[config.mk]
export PLATFORM = sky130hd
export DESIGN_NAME = hss_steer
export DESIGN_NICKNAME = d
export VERILOG_FILES = /design/src/rtl/hss_pkg.sv /design/src/rtl/hss_plan.sv /design/src/rtl/hss_route.sv /design/src/rtl/hss_tally.sv /design/src/rtl/hss_steer.sv
export SDC_FILE = /design/constraint.sdc
export NUM_CORES = 1
export LEC_CHECK = 0
export BUFFER_PORTS_ARGS = -buffer_cell sky130_fd_sc_hd__buf_2
export CAP_MARGIN = 10
export CORE_ASPECT_RATIO = 1.2
export CORE_MARGIN = 2
export CORE_UTILIZATION = 45
export CTS_CLUSTER_DIAMETER = 30
export CTS_CLUSTER_SIZE = 14
export DETAILED_ROUTE_END_ITERATION = 7
export GPL_TIMING_DRIVEN = 0
export PLACE_DENSITY = 0.68
export SYNTH_ARGS = -nofsm -noshare
export SYNTH_HDL_FRONTEND = slang
export SYNTH_SLANG_ARGS = --single-unit
export TNS_END_PERCENT = 1
[constraint.sdc]
create_clock -name clk -period 8.7 [get_ports clk]
set_clock_uncertainty 0.1 [all_clocks]
set_input_delay 0.87 -clock clk [delete_from_list [all_inputs] [get_ports clk]]
set_output_delay 0.87 -clock clk [all_outputs]
set_load 0.02 [all_outputs]
[src/rtl/hss_pkg.sv]
// Shared definitions for the header split steering unit.
// Assumes a 3-bit mode field; codes above the last defined one act as legacy.
package hss_pkg;
    typedef enum logic [2:0] {
        MODE_LEGACY   = 3'd0,
        MODE_WHOLE    = 3'd1,
        MODE_SPLIT    = 3'd2,
        MODE_SPLIT_HB = 3'd3,
        MODE_REPL     = 3'd4,
        MODE_REPL_BIG = 3'd5
    } hss_mode_e;
endpackage

[src/rtl/hss_plan.sv]
// Per-packet steering plan: from mode and lengths derive how many leading
// bytes go to the header buffer, whether those bytes are replicated into the
// payload buffer, and the split/replicate flags. Purely combinational.
// Assumes lengths are unsigned byte counts.
module hss_plan #(
    parameter int LEN_W = 14
) (
    input  logic [2:0]       mode,
    input  logic [LEN_W-1:0] hdr_len,
    input  logic [LEN_W-1:0] pkt_len,
    input  logic [LEN_W-1:0] hbuf_size,
    output logic [LEN_W-1:0] region,
    output logic             repl,
    output logic             split
);
    import hss_pkg::*;

    logic             hdr_ok;
    logic [LEN_W-1:0] fill_len;

    // Header is usable when nonzero and fits in the header buffer.
    always_comb begin
        hdr_ok   = (hdr_len != '0) && (hdr_len <= hbuf_size);
        fill_len = (pkt_len < hbuf_size) ? pkt_len : hbuf_size;
    end

    // Mode decode into region size and flags.
    always_comb begin
        region = '0;
        repl   = 1'b0;
        split  = 1'b0;
        case (mode)
            MODE_SPLIT: begin
                split  = hdr_ok;
                region = hdr_ok ? hdr_len : '0;
            end
            MODE_SPLIT_HB: begin
                split  = hdr_ok;
                region = hdr_ok ? hdr_len : fill_len;
            end
            MODE_REPL: begin
                repl   = hdr_ok;
                region = hdr_ok ? hdr_len : '0;
            end
            MODE_REPL_BIG: begin
                repl   = hdr_ok && (pkt_len > hbuf_size);
                region = repl ? hdr_len : '0;
            end
            default: begin
                region = '0;
            end
        endcase
    end
endmodule

[src/rtl/hss_route.sv]
// Per-byte router: given the packet plan and the byte index, raise the
// header/payload write strobes and compute offsets. Combinational.
// Assumes idx counts bytes from 0 at start of packet.
module hss_route #(
    parameter int LEN_W = 14
) (
    input  logic             clk,
    input  logic             rst_n,
    input  logic             valid,
    input  logic [LEN_W-1:0] idx,
    input  logic [LEN_W-1:0] region,
    input  logic             repl,
    output logic             hb_we,
    output logic [LEN_W-1:0] hb_off,
    output logic             pb_we,
    output logic [LEN_W-1:0] pb_off
);
    logic in_hdr;

    // Bytes below the region go to the header buffer; payload gets the rest,
    // or every byte when replicating.
    always_comb begin
        in_hdr = idx < region;
        hb_we  = valid && in_hdr;
        hb_off = idx;
        pb_we  = valid && (repl || !in_hdr);
        pb_off = repl ? idx : (idx - region);
    end

    // a replicated packet keeps every byte in the payload buffer at its index.
    p_repl_full_r5: assert property (@(posedge clk) disable iff (!rst_n)
        (valid && repl) |-> (pb_we && pb_off == idx));

    // nothing written on an idle cycle.
    p_idle_quiet_r10: assert property (@(posedge clk) disable iff (!rst_n)
        !valid |-> (!hb_we && !pb_we));
endmodule

[src/rtl/hss_tally.sv]
// Per-packet byte tally and status register. Counts header and payload
// writes over a packet and publishes them one cycle after the end beat.
// Assumes the start beat always precedes the end beat of a packet.
module hss_tally #(
    parameter int LEN_W = 14
) (
    input  logic             clk,
    input  logic             rst_n,
    input  logic             valid,
    input  logic             sop,
    input  logic             eop,
    input  logic             hb_we,
    input  logic             pb_we,
    input  logic             split,
    input  logic             repl,
    output logic             st_valid,
    output logic [LEN_W-1:0] st_hdr_cnt,
    output logic [LEN_W-1:0] st_pay_cnt,
    output logic             st_split,
    output logic             st_repl
);
    logic [LEN_W-1:0] hcnt_q, pcnt_q;
    logic [LEN_W-1:0] hcnt_nx, pcnt_nx;

    // Running totals including the current beat; restart at start of packet.
    always_comb begin
        hcnt_nx = (sop ? '0 : hcnt_q) + LEN_W'(hb_we);
        pcnt_nx = (sop ? '0 : pcnt_q) + LEN_W'(pb_we);
    end

    // Accumulate counts and publish status after the last beat.
    always_ff @(posedge clk) begin
        if (!rst_n) begin
            hcnt_q     <= '0;
            pcnt_q     <= '0;
            st_valid   <= 1'b0;
            st_hdr_cnt <= '0;
            st_pay_cnt <= '0;
            st_split   <= 1'b0;
            st_repl    <= 1'b0;
        end else begin
            st_valid <= valid && eop;
            if (valid) begin
                hcnt_q <= hcnt_nx;
                pcnt_q <= pcnt_nx;
                if (eop) begin
                    st_hdr_cnt <= hcnt_nx;
                    st_pay_cnt <= pcnt_nx;
                    st_split   <= split;
                    st_repl    <= repl;
                end
            end
        end
    end

    // every packet leaves at least one byte in some buffer.
    p_status_nonempty_r8: assert property (@(posedge clk) disable iff (!rst_n)
        st_valid |-> ((st_hdr_cnt != '0) || (st_pay_cnt != '0)));
endmodule

[src/rtl/hss_steer.sv]
// Top of the receive header split steering unit. Captures the packet
// configuration on the start beat, tracks the byte index, and drives the
// plan, router and tally. Assumes one byte per valid cycle and
// well-formed start/end framing.
module hss_steer #(
    parameter int LEN_W = 14
) (
    input  logic             clk,
    input  logic             rst_n,
    input  logic             in_valid,
    input  logic             in_sop,
    input  logic             in_eop,
    input  logic [7:0]       in_data,
    input  logic [2:0]       cfg_mode,
    input  logic [LEN_W-1:0] cfg_hdr_len,
    input  logic [LEN_W-1:0] cfg_pkt_len,
    input  logic [LEN_W-1:0] cfg_hbuf_size,
    output logic [7:0]       wr_data,
    output logic             hb_we,
    output logic [LEN_W-1:0] hb_off,
    output logic             pb_we,
    output logic [LEN_W-1:0] pb_off,
    output logic             st_valid,
    output logic [LEN_W-1:0] st_hdr_cnt,
    output logic [LEN_W-1:0] st_pay_cnt,
    output logic             st_split,
    output logic             st_repl
);
    logic [2:0]       mode_q, mode_e;
    logic [LEN_W-1:0] hlen_q, plen_q, hsz_q;
    logic [LEN_W-1:0] hlen_e, plen_e, hsz_e;
    logic [LEN_W-1:0] cnt_q, idx;
    logic [LEN_W-1:0] region;
    logic             repl, split;
    logic             sop_beat;

    // Effective configuration: live inputs on the start beat, held copy after.
    always_comb begin
        sop_beat = in_valid && in_sop;
        mode_e   = in_sop ? cfg_mode      : mode_q;
        hlen_e   = in_sop ? cfg_hdr_len   : hlen_q;
        plen_e   = in_sop ? cfg_pkt_len   : plen_q;
        hsz_e    = in_sop ? cfg_hbuf_size : hsz_q;
        idx      = in_sop ? '0 : cnt_q;
        wr_data  = in_data;
    end

    // Hold configuration from the start beat and advance the byte index.
    always_ff @(posedge clk) begin
        if (!rst_n) begin
            mode_q <= '0;
            hlen_q <= '0;
            plen_q <= '0;
            hsz_q  <= '0;
            cnt_q  <= '0;
        end else if (in_valid) begin
            if (in_sop) begin
                mode_q <= cfg_mode;
                hlen_q <= cfg_hdr_len;
                plen_q <= cfg_pkt_len;
                hsz_q  <= cfg_hbuf_size;
            end
            cnt_q <= idx + LEN_W'(1);
        end
    end

    hss_plan #(.LEN_W(LEN_W)) u_plan (
        .mode      (mode_e),
        .hdr_len   (hlen_e),
        .pkt_len   (plen_e),
        .hbuf_size (hsz_e),
        .region    (region),
        .repl      (repl),
        .split     (split)
    );

    hss_route #(.LEN_W(LEN_W)) u_route (
        .clk    (clk),
        .rst_n  (rst_n),
        .valid  (in_valid),
        .idx    (idx),
        .region (region),
        .repl   (repl),
        .hb_we  (hb_we),
        .hb_off (hb_off),
        .pb_we  (pb_we),
        .pb_off (pb_off)
    );

    hss_tally #(.LEN_W(LEN_W)) u_tally (
        .clk        (clk),
        .rst_n      (rst_n),
        .valid      (in_valid),
        .sop        (in_sop),
        .eop        (in_eop),
        .hb_we      (hb_we),
        .pb_we      (pb_we),
        .split      (split),
        .repl       (repl),
        .st_valid   (st_valid),
        .st_hdr_cnt (st_hdr_cnt),
        .st_pay_cnt (st_pay_cnt),
        .st_split   (st_split),
        .st_repl    (st_repl)
    );

    // legacy-class modes never touch the header buffer.
    p_legacy_no_hdr_r1: assert property (@(posedge clk) disable iff (!rst_n)
        (in_valid && (mode_e <= 3'd1 || mode_e >= 3'd6)) |-> !hb_we);

    // plain split mode never sends one byte to both buffers.
    p_split_one_sink_r2: assert property (@(posedge clk) disable iff (!rst_n)
        (in_valid && mode_e == 3'd2) |-> !(hb_we && pb_we));

    // header buffer writes stay inside the configured size.
    p_hdr_in_bounds_r7: assert property (@(posedge clk) disable iff (!rst_n)
        hb_we |-> (hb_off < hsz_e));

    // held mode changes only on a start beat.
    p_mode_held_r9: assert property (@(posedge clk) disable iff (!rst_n)
        !sop_beat |=> $stable(mode_q));
endmodule

# Word-level counts from Yosys, hierarchy flattened
# Cells that the tools add are included.
[word_totals] regBits=118 input_bits=58 output_inout_bits=69 word_cells=50
[classes] add_sub_neg=4 order_cmp=4 eq_ne=4 n_mux=15 n_reduce_logical=11
[op_table] cell="14-bit 2-to-1 mux" n=11
[op_table] cell="14-bit one-hot mux with 3 select lines" n=1
[op_table] cell="14-bit by 1-bit adder with 14-bit output" n=2
[op_table] cell="14-bit less-than comparator" n=2
[op_table] cell="14-bit by 1-bit adder with 14-bit output, second input constant" n=1
[op_table] cell="14-bit > comparator" n=1
[op_table] cell="14-bit <= comparator" n=1
[op_table] cell="14-bit nonzero test" n=1
[op_table] cell="14-bit subtractor" n=1
[op_table] cell="3-bit by 2-bit == test with 1-bit output, second input constant" n=2
[op_table] cell="3-bit == test, second input constant" n=2
[op_table] cell="1-bit logical AND" n=5
[op_table] cell="2-bit OR reduction" n=2
[op_table] cell="3-bit 2-to-1 mux" n=1
[op_table] cell="1-bit one-hot mux with 2 select lines" n=1
[op_table] cell="2-bit AND reduction" n=1
[op_table] cell="1-bit zero test" n=1
[op_table] cell="1-bit logical OR" n=1
[op_table] cell="1-bit 2-to-1 mux" n=1

# Longest topological paths before layout
# Gate-level depths: netlist of the first run.
[depth] depth_word=11 mapped_depth=31

# Cells and area by module
# Synthesis of the first run repeated with hierarchy kept, for this count alone.
[hier_totals] cells_unflattened=1013 area_unflattened_um2=8271.7
[modules_own_cells] mod="hss_tally" n_inst=1 cells_each=369 area_each_um2=3091.7 seq_area_each_um2=1181.1
[modules_own_cells] mod="hss_steer" n_inst=1 cells_each=350 area_each_um2=3036.7 seq_area_each_um2=1181.1
[modules_own_cells] mod="hss_plan" n_inst=1 cells_each=147 area_each_um2=1132.3 seq_area_each_um2=0.0
[modules_own_cells] mod="hss_route" n_inst=1 cells_each=147 area_each_um2=1011.0 seq_area_each_um2=0.0

# Worst setup path after synthesis of the first run
# Ideal clock, no wire load.
[synth_timing] kind="input to register" start="input port in_sop" end="register u_tally.st_hdr_cnt[12]" setup_ns=0.076 t_arrival_ns=7.741 required_ns=8.524 setup_slack_ns=0.783 stages=31 path_buffers=7 path_cell_list="buf_6 > clkbuf_1 > buf_2 > buf_2 > buf_2 > mux2i_1 > inv_1 > ha_1 > a21oi_1 > o21ai_0 > a221oi_2 > a211oi_2 > or3_1 > buf_1 > buf_2 > a32oi_1 > ha_1 > a21oi_1 > nor2_1 > a211oi_1 > a31oi_1 > o21a_1 > nor3_1 > ha_1 > ha_1 > nand4b_1 > nor4_1 > nand4_1 > a21oi_1 > nand2_1 > a21boi_0"
[synth_via] elab_cells_between_ends=25 cone_classes="1 x add/sub; 4 x order compare; 4 x eq/ne; 11 x mux; 5 x reduce/logical"
[synth_rtl] item="start, declared" line_no="hss_steer.sv:11" text="input logic in_sop,"
[synth_rtl] item="14-bit 2-to-1 mux (*)"
[synth_rtl] item="via plen_e[9]" line_no="hss_steer.sv:31" text="logic [LEN_W-1:0] hlen_e, plen_e, hsz_e;"
[synth_rtl] item="14-bit less-than comparator / 14-bit > comparator (equally long branches)" line_no="hss_plan.sv:24, hss_plan.sv:46"
[synth_rtl] item="14-bit 2-to-1 mux / 1-bit logical AND (equally long branches)" line_no="hss_plan.sv:24, hss_plan.sv:46"
[synth_rtl] item="14-bit 2-to-1 mux (on tied branches)" line_no="hss_plan.sv:39, hss_plan.sv:47"
[synth_rtl] item="14-bit one-hot mux with 3 select lines (*)" line_no="hss_plan.sv:32" text="case (mode)"
[synth_rtl] item="14-bit less-than comparator (*)" line_no="hss_route.sv:23" text="in_hdr = idx < region;"
[synth_rtl] item="1-bit logical AND (*)" line_no="hss_route.sv:24" text="hb_we = valid && in_hdr;"
[synth_rtl] item="via hb_we" line_no="hss_steer.sv:19" text="output logic hb_we,"
[synth_rtl] item="14-bit by 1-bit adder with 14-bit output (*)" line_no="hss_tally.sv:27" text="hcnt_nx = (sop ? '0 : hcnt_q) + LEN_W'(hb_we);"
[synth_rtl] item="end signal, assigned" line_no="hss_tally.sv:47" text="st_hdr_cnt <= hcnt_nx;"
[synth_rtl] item="end, declared" line_no="hss_tally.sv:17" text="output logic [LEN_W-1:0] st_hdr_cnt,"
# Mark *: on every way through the listed nets, which the timed path passes. The rest lies on a longest branch.
# A chain may end at the register's enable or synchronous reset.

# Worst setup path in the final report of the first run
[layout_timing] start="input port in_sop" end="register u_tally.st_hdr_cnt[12]"
[layout_via] elab_chain_cells=9 elab_cells_between_ends=25 cone_classes="1 x add/sub; 4 x order compare; 4 x eq/ne; 11 x mux; 5 x reduce/logical"
[layout_lines] item="14-bit 2-to-1 mux"
[layout_lines] item="14-bit <= comparator / 14-bit nonzero test (equally long branches)" line_no="hss_plan.sv:23" text="hdr_ok = (hdr_len != '0) && (hdr_len <= hbuf_size);"
[layout_lines] item="1-bit logical AND" line_no="hss_plan.sv:23"
[layout_lines] item="1-bit logical AND" line_no="hss_plan.sv:46" text="repl = hdr_ok && (pkt_len > hbuf_size);"
[layout_lines] item="14-bit 2-to-1 mux" line_no="hss_plan.sv:47" text="region = repl ? hdr_len : '0;"
[layout_lines] item="14-bit one-hot mux with 3 select lines" line_no="hss_plan.sv:32"
[layout_lines] item="14-bit less-than comparator" line_no="hss_route.sv:23"
[layout_lines] item="1-bit logical AND" line_no="hss_route.sv:24"
[layout_lines] item="14-bit by 1-bit adder with 14-bit output (*)" line_no="hss_tally.sv:27"
# Every way passes the cells marked *; elsewhere a longest branch is shown, timed or not.

==> flow_metrics.py, run 1 <==
metrics = {
    "timing": {
        "final_hold_viol_count": 0,
        "finalCritPeriodShare_pct": 94.9,
        "worstMarginPinSlew_ns": 0.794,
        "drv_slew": 0,
        "finalWorstSetupSlack_ns": 0.442,
        "fin_crit_ns": 8.26,
        "slew_headroom_pct": 46.9,
        "setup_viol_count_final": 0,
        "rsz0062_at_grt": "no",
        "fmax_ghz": 0.121,
        "hold_ws_ns": 0.357,
    },
    "clock_tree": {
        "cts_buffers": 17,
        "clockBufferDepth": 2,
        "cts_tree": "done",
        "clk_pin_slew_ns": 0.06,
        "clock_sinks": 118,
        "ctsHtreeMaxLevel": 4,
        "clock-root-buffer": "clkbuf_16",
        "hold_buffers": 0,
        "clk_latency_ns": 0.43,
    },
    "detailed_routing": {
        "drcViolationCount": 0,
        "first_pass_iters": 5,
        "highest_layer": "met4",
        "met3_length_um": 1370,
        "m1WireLength_um": 9840,
        "wl_um": 23400,
        "post_drt_via_cell_ratio": 5.60,
        "dr_wl_met2_um": 11000,
        "ant_nets": 0,
        "vias": 7325,
        "wl_per_cell_um": 17.9,
        "first_iter_violations": 474,
    },
    "critical_path": {
        "path_buf_inv": 9,
        "rr_worst_depth": 26,
        "crit_fanout": 10,
        "crit_path_end_kind": "flop",
        "path_class": "in2reg",
        "cp-start-kind": "input port",
        "path_depth": 32,
        "cp_slowest_stage_delay_ns": 0.46,
        "crit_slowest_cell": "nor4_4",
        "crit_required_ns": 8.95,
        "arrival_ns": 8.51,
        "cpMostUsedCell": "ha_1",
        "critical_path.top_delay_family": "compound AO/OA/AOI/OAI gates",
    },
    "yosys": {
        "synthMuxAreaShare_pct": 10.6,
        "yosys.area_share.simple_pct": 22.6,
        "ys_seq_elements": 118,
        "synth_compound_area_share_pct": 19.6,
        "postSynthCellCount": 939,
        "ys_async_sr_fraction_pct": 0,
        "syn_nets": 1045,
        "synth-edff-count": 0,
        "ys_seq_area_share_pct": 30.4,
        "synth_top_family_by_area": "simple AND/OR/NAND/NOR gates",
        "yosys_most_used_dff": "dfxtp_1",
        "ys_warn_count": 0,
        "synth-adder-area-share_pct": 7.82,
        "syn_area_per_cell_um2": 8.28,
        "synth_top_area_cell": "dfxtp_1",
        "synth_cell_types": 63,
        "synth_top_area_share_pct": 30.4,
        "synthXorXnorAreaFrac_pct": 3.49,
        "netlist_area_um2": 7780,
        "ys_top_cells_by_area": "dfxtp_1 30%, nand2_1 8.4%, ha_1 7.6%, mux2i_1 7.3%, a21boi_0 5.9%",
    },
    "floorplan": {
        "dieArea_um2": 18400,
        "fp.dieH_um": 148,
        "core_um2": 16900,
        "ios": 127,
        "fp.dieW_um": 124,
        "num_rows": 52,
        "start_util_pct": 46.0,
    },
    "place": {
        "hpwl_um": 17600,
        "dp_slack_ns": -1.26,
        "gp_congestion": 0.911,
        "io_buffers": 117,
        "place_area_um2": 8630,
        "dp.cells": 1272,
    },
    "cells_and_area": {
        "stdcell_area_um2": 9360,
        "fin_nets": 1185,
        "num_antenna_cells": 0,
        "final_util_pct": 55.3,
        "final_cells": 1307,
        "synthToLayoutAreaGrowth_pct": 20.4,
        "drive_gt1_share_pct": 20.2,
    },
    "power": {
        "p_leak_nw": 4.02,
        "p_per_area_nw_per_um2": 184,
        "vdd_drop_max_v": 0.000127,
    },
    "hold_path": {
        "hold_path_class": "reg2reg",
        "hold_path_depth": 2,
    },
    "global_route": {
        "grt_max_degree": 17,
        "grt_util_all_layers_pct": 25.6,
        "grt_pass1_wl_um": 35900,
        "grt_pass1_vias": 6922,
        "antenna_found_initial": 0,
        "overflow": 0,
    },
    "outcome": {
        "outcome": "finished clean",
    },
    "flow_run": {
        "maxCapViolCount": 0,
    },
}
-- metal layers --
| layer | vias to the layer above | track usage (%) |
|---|---|---|
| met5 | - | 0 |
| met4 | 0 | 14.4 |
| met3 | 69 | 4.55 |
| met2 | 238 | 42.0 |
| met1 | 3411 | 31.3 |
| li1 | 3607 | - |
-- metrics by stage --
step	setup TNS, ns	power (mW)
5_1_grt	0	1.78
3_3_place_gp	-12.45	0.948
2_1_floorplan	0	0.838
6_report	0	1.72
3_5_place_dp	-14.10	0.952
4_1_cts	0	1.71
-- cells in the mapped netlist (all sizes together) (2+ instances only) --
cell type	count
and3	7
ha	47
nand3	18
a211oi	2
nand2	175
xor2	15
xnor2	16
nor3	14
buf	31
nand3b	5
a31oi	4
o21a	6
a22oi	3
a32o	3
o211ai	3
nand4b	4
nand2b	7
a21boi	62
or4	2
a21oi	38
o31ai	9
or3	5
and2	15
or2	3
o2111ai	5
dfxtp	118
o211a	11
mux2i	57
nor2	29
a21o	2
a32oi	22
nor4	11
inv	30
a31o	2
o31a	2
clkbuf	33
nor3b	2
nor2b	49
mux2	22
o21ai	27
nand4	12
-- cells in the final DEF, fill, tap and decap left out, types with 13 or more instances in the layout --
cell       synthesis  layout
nor2_1            29      29
o21ai_0           27      26
dfxtp_1          118     118
nand3_1           18      18
buf_2             13     126
clkbuf_1          33      35
a21oi_1           37      37
inv_1             30      30
xor2_1            15      15
nor2b_1           49      49
ha_1              47      47
mux2i_1           57      55
clkbuf_16          0      17
nand2_1          175     175
mux2_2            21      21
nor3_1            14      13
buf_4              9      13
xnor2_1           16      16
a21boi_0          61      61
a32oi_1           22      22
and2_1            15      15
-- report_power, final --
part / leakage [nW] / switching (mW) / internal (mW)
Sequential: 0.959 / 0.00828 / 0.557
Clock: 0.307 / 0.257 / 0.511
Combinational: 2.75 / 0.233 / 0.153
Total: 4.02 / 0.498 / 1.22
-- registers in the layout, indices dropped and copies added, names as in the netlist --
signal,cells
cnt_q,14
hlen_q,14
hsz_q,14
mode_q,3
plen_q,14
u_tally.hcnt_q,14
u_tally.pcnt_q,14
u_tally.st_hdr_cnt,14
u_tally.st_pay_cnt,14
u_tally.st_repl,1
u_tally.st_split,1
u_tally.st_valid,1
-- tightest hold or removal path: stages, from the launching register on --
cell and delay (ns):
dfxtp_1 0.30, nand2_1 0.05, o2bb2ai_1 0.06
-- cells by family (layout without fill, tap and decap cells) --
logic type                 count (synthesis)  in the layout
buffers and inverters                     94            246
DFF                                      118            118
adders and majority gates                 48             48
AOI/OAI and AO/OA                        208            208
muxes                                     79             79
and+or+nand+nor                          361            361
xor gates and xnor gates                  31             31
-- what timing repair did --
| action | CTS | global route |
|---|---|---|
| gates cloned | 0 | 0 |
| buffers inserted | 0 | 4 |
| gates resized for setup | 5 | 12 |
| endpoints found under the setup margin | 14 | 24 |
| pin swaps | 0 | 3 |
-- final cells by class --
type / instances / area, um^2
fillers: 1631 / 7560
clock inverters: 10 / 178
multi-input cells: 727 / 5040
flip-flops and latches: 118 / 2360
well taps: 216 / 270
repair buffers: 121 / 616
plain buffers: 64 / 335
clock buffers: 21 / 450
inverters: 30 / 113
-- path summary, 6_finish.rpt --
kind	slack, ns	end	from
max	0.44	u_tally.st_hdr_cnt[12]$_SDFFE_PN0P_	in_sop
min	0.36	u_tally.st_repl$_SDFFE_PN0P_	u_tally.st_repl$_SDFFE_PN0P_
max reg2reg	2.10	u_tally.st_hdr_cnt[12]$_SDFFE_PN0P_	plen_q[3]$_SDFFE_PN0P_
min reg2reg	0.36	u_tally.st_repl$_SDFFE_PN0P_	u_tally.st_repl$_SDFFE_PN0P_
(Power assumes the default switching activity.)
==> inputs of run 2 (changes only) <==
--- a/config.mk
+++ b/config.mk
@@ -5,16 +5,18 @@
 export SDC_FILE = /design/constraint.sdc
 export NUM_CORES = 1
 export LEC_CHECK = 0
+export ABC_AREA = 1
 export BUFFER_PORTS_ARGS = -buffer_cell sky130_fd_sc_hd__buf_2
 export CAP_MARGIN = 10
 export CORE_ASPECT_RATIO = 1.2
 export CORE_MARGIN = 2
 export CORE_UTILIZATION = 45
+export CTS_BUF_LIST = sky130_fd_sc_hd__clkbuf_8
 export CTS_CLUSTER_DIAMETER = 30
 export CTS_CLUSTER_SIZE = 14
 export DETAILED_ROUTE_END_ITERATION = 7
 export GPL_TIMING_DRIVEN = 0
-export PLACE_DENSITY = 0.68
+export PLACE_DENSITY = 0.67
 export SYNTH_ARGS = -nofsm -noshare
 export SYNTH_HDL_FRONTEND = slang
 export SYNTH_SLANG_ARGS = --single-unit
==> flow_metrics.py, run 2 <==
metrics = {
    "yosys": {
        "ys_top_cells_by_area": "dfxtp_1 28%, nand2_1 11%, inv_1 7.3%, ha_1 7.0%, o21ai_0 6.5%",
        "syn_area_per_cell_um2": 6.64,
        "synth_top_area_share_pct": 28.1,
        "syn_nets": 1373,
        "yosys_most_used_dff": "dfxtp_1",
        "synth_cell_types": 53,
        "postSynthCellCount": 1267,
        "synth_top_area_cell": "dfxtp_1",
        "ys_warn_count": 0,
        "synth_common_cells": "256 x nand2_1, 164 x inv_1, 140 x nor2_1",
        "ys_seq_elements": 118,
        "synth-edff-count": 0,
        "ys_async_sr_fraction_pct": 0,
        "synth.most_common_cell": "nand2_1",
        "ys_seq_area_share_pct": 28.1,
        "netlist_area_um2": 8410,
    },
    "detailed_routing": {
        "drcViolationCount": 0,
        "first_pass_iters": 6,
        "post_drt_via_cell_ratio": 5.16,
        "first_iter_violations": 398,
        "wl_per_cell_um": 15.9,
        "vias": 8460,
        "wl_um": 26100,
        "ant_nets": 0,
    },
    "place": {
        "dp.cells": 1607,
        "gp_congestion": 0.925,
        "io_buffers": 116,
        "dp_slack_ns": 1.37,
        "hpwl_um": 20300,
    },
    "timing": {
        "drv_slew": 0,
        "fmax_ghz": 0.142,
        "finalWorstSetupSlack_ns": 1.68,
        "finalCritPeriodShare_pct": 80.7,
        "rsz0062_at_grt": "no",
        "setup_viol_count_final": 0,
        "fin_crit_ns": 7.02,
        "slew_headroom_pct": 46.2,
        "tns_ns": 0,
        "hold_ws_ns": 0.351,
        "worstMarginPinSlew_ns": 0.806,
        "final_hold_viol_count": 0,
    },
    "cells_and_area": {
        "num_antenna_cells": 0,
        "drive_gt1_share_pct": 19.9,
        "final_common_cell": "nand2_1",
        "fin_nets": 1508,
        "synthToLayoutAreaGrowth_pct": 14.4,
        "layout_common_cells": "256 x nand2_1, 164 x inv_1, 140 x nor2_1",
        "final_cells": 1639,
    },
    "clock_tree": {
        "cts_resized": 0,
        "ctsHtreeMaxLevel": 4,
        "hold_buffers": 0,
        "clk_latency_ns": 0.47,
        "cts_buffers": 17,
        "clockBufferDepth": 2,
        "post-cts-setup-buffers": 0,
        "clk_pin_slew_ns": 0.08,
        "clock_sinks": 118,
        "clock-root-buffer": "clkbuf_8",
        "cts_tree": "done",
    },
    "global_route": {
        "overflow": 0,
        "grt_util_all_layers_pct": 26.5,
        "grt_pass1_wl_um": 40800,
        "grt_pass1_vias": 7945,
        "grt_max_degree": 17,
        "antenna_found_initial": 0,
    },
    "critical_path": {
        "crit_path_end_kind": "flop",
        "path_class": "in2reg",
        "cpMostUsedCell": "nand2_1",
        "crit_fanout": 10,
        "cp_slowest_stage_delay_ns": 0.63,
        "crit_slowest_cell": "clkbuf_1",
        "arrival_ns": 7.26,
        "path_buf_inv": 3,
        "crit_required_ns": 8.94,
        "critical_path.top_delay_family": "compound AO/OA/AOI/OAI gates",
        "cp-start-kind": "input port",
    },
    "floorplan": {
        "fp.dieH_um": 154,
        "core_um2": 18200,
        "fp.dieW_um": 129,
        "dieArea_um2": 19800,
        "ios": 127,
        "start_util_pct": 46.1,
        "num_rows": 54,
    },
    "power": {
        "vdd_drop_max_v": 0.000106,
        "p_per_area_nw_per_um2": 162,
        "p_leak_nw": 4.82,
    },
    "outcome": {
        "outcome": "finished clean",
    },
    "flow_run": {
        "maxCapViolCount": 0,
    },
    "hold_path": {
        "hold_path_class": "reg2reg",
    },
}
-- run 2: cell types whose count changed after synthesis, moves of 57 or more --
cell,previous run,this run
inv_1,30,164
nor2_1,29,140
o21ai_0,27,109
nand2_1,175,256
nand3_1,18,95
a21boi_0,61,1
mux2i_1,57,0
-- run 2: final timing paths --
kind | start | to | slack (ns) | cells after the start
max reg2reg | hsz_q[7]$_SDFFE_PN0P_ | u_tally.st_pay_cnt[10]$_SDFFE_PN0P_ | 2.43 | 29
min | plen_q[1]$_SDFFE_PN0P_ | plen_q[1]$_SDFFE_PN0P_ | 0.35 | 2
max | in_sop | u_tally.st_pay_cnt[10]$_SDFFE_PN0P_ | 1.68 | 31
min reg2reg | plen_q[1]$_SDFFE_PN0P_ | plen_q[1]$_SDFFE_PN0P_ | 0.35 | 2
-- run 2: report_power, final --
group | total (mW) | switching, mW | internal, mW
Sequential | 0.588 | 0.0170 | 0.571
Clock | 0.463 | 0.258 | 0.205
Combinational | 0.507 | 0.335 | 0.172
Total | 1.56 | 0.610 | 0.948
-- run 2: metrics by stage --
step	utilization [%]	area, um^2	total power [mW]
after floorplan	-	8410	0.955
after detailed placement	50.8	9270	1.10
final	52.7	9620	1.56
after CTS	52.7	9620	1.56
after global placement	50.8	9270	1.10
after global routing	52.7	9620	1.64
-- run 2: layout make-up --
| cell class | count | area (um^2) |
|---|---|---|
| plain buffers | 72 | 435 |
| clock buffers | 18 | 248 |
| clock inverters | 14 | 100 |
| fillers | 1877 | 8630 |
| inverters | 170 | 643 |
| multi-input cells | 907 | 4970 |
| flip-flops and latches | 118 | 2360 |
| well taps | 224 | 280 |
| repair buffers | 116 | 581 |
-- run 2: logic make-up after synthesis --
kind of cell,count (synthesis),synth area share [%]
XOR/XNOR,27,2.81
buffers and inverters,242,12.8
AO/OA/AOI/OAI,236,15.2
multiplexers,1,0.268
flip-flops,118,28.1
adder cells (fa/ha/maj),48,7.23
AND/OR/NAND/NOR,595,33.5
-- run 2: layer usage --
| layer | global-route usage [%] | vias to the layer above | part of all wire [%] |
|---|---|---|---|
| met5 | 0 | - | 0 |
| met4 | 11.2 | 0 | 3.3 |
| met3 | 4.66 | 59 | 4.8 |
| met2 | 47.5 | 223 | 50 |
| met1 | 30.6 | 3849 | 42 |
| li1 | - | 4329 | - |
-- run 2: tightest hold or removal path: cells and delay by family, from the launching register on --
kind,cells,cell delay [ns]
flops,1,0.30
compound gates,1,0.05
buf+inv,1,0.05
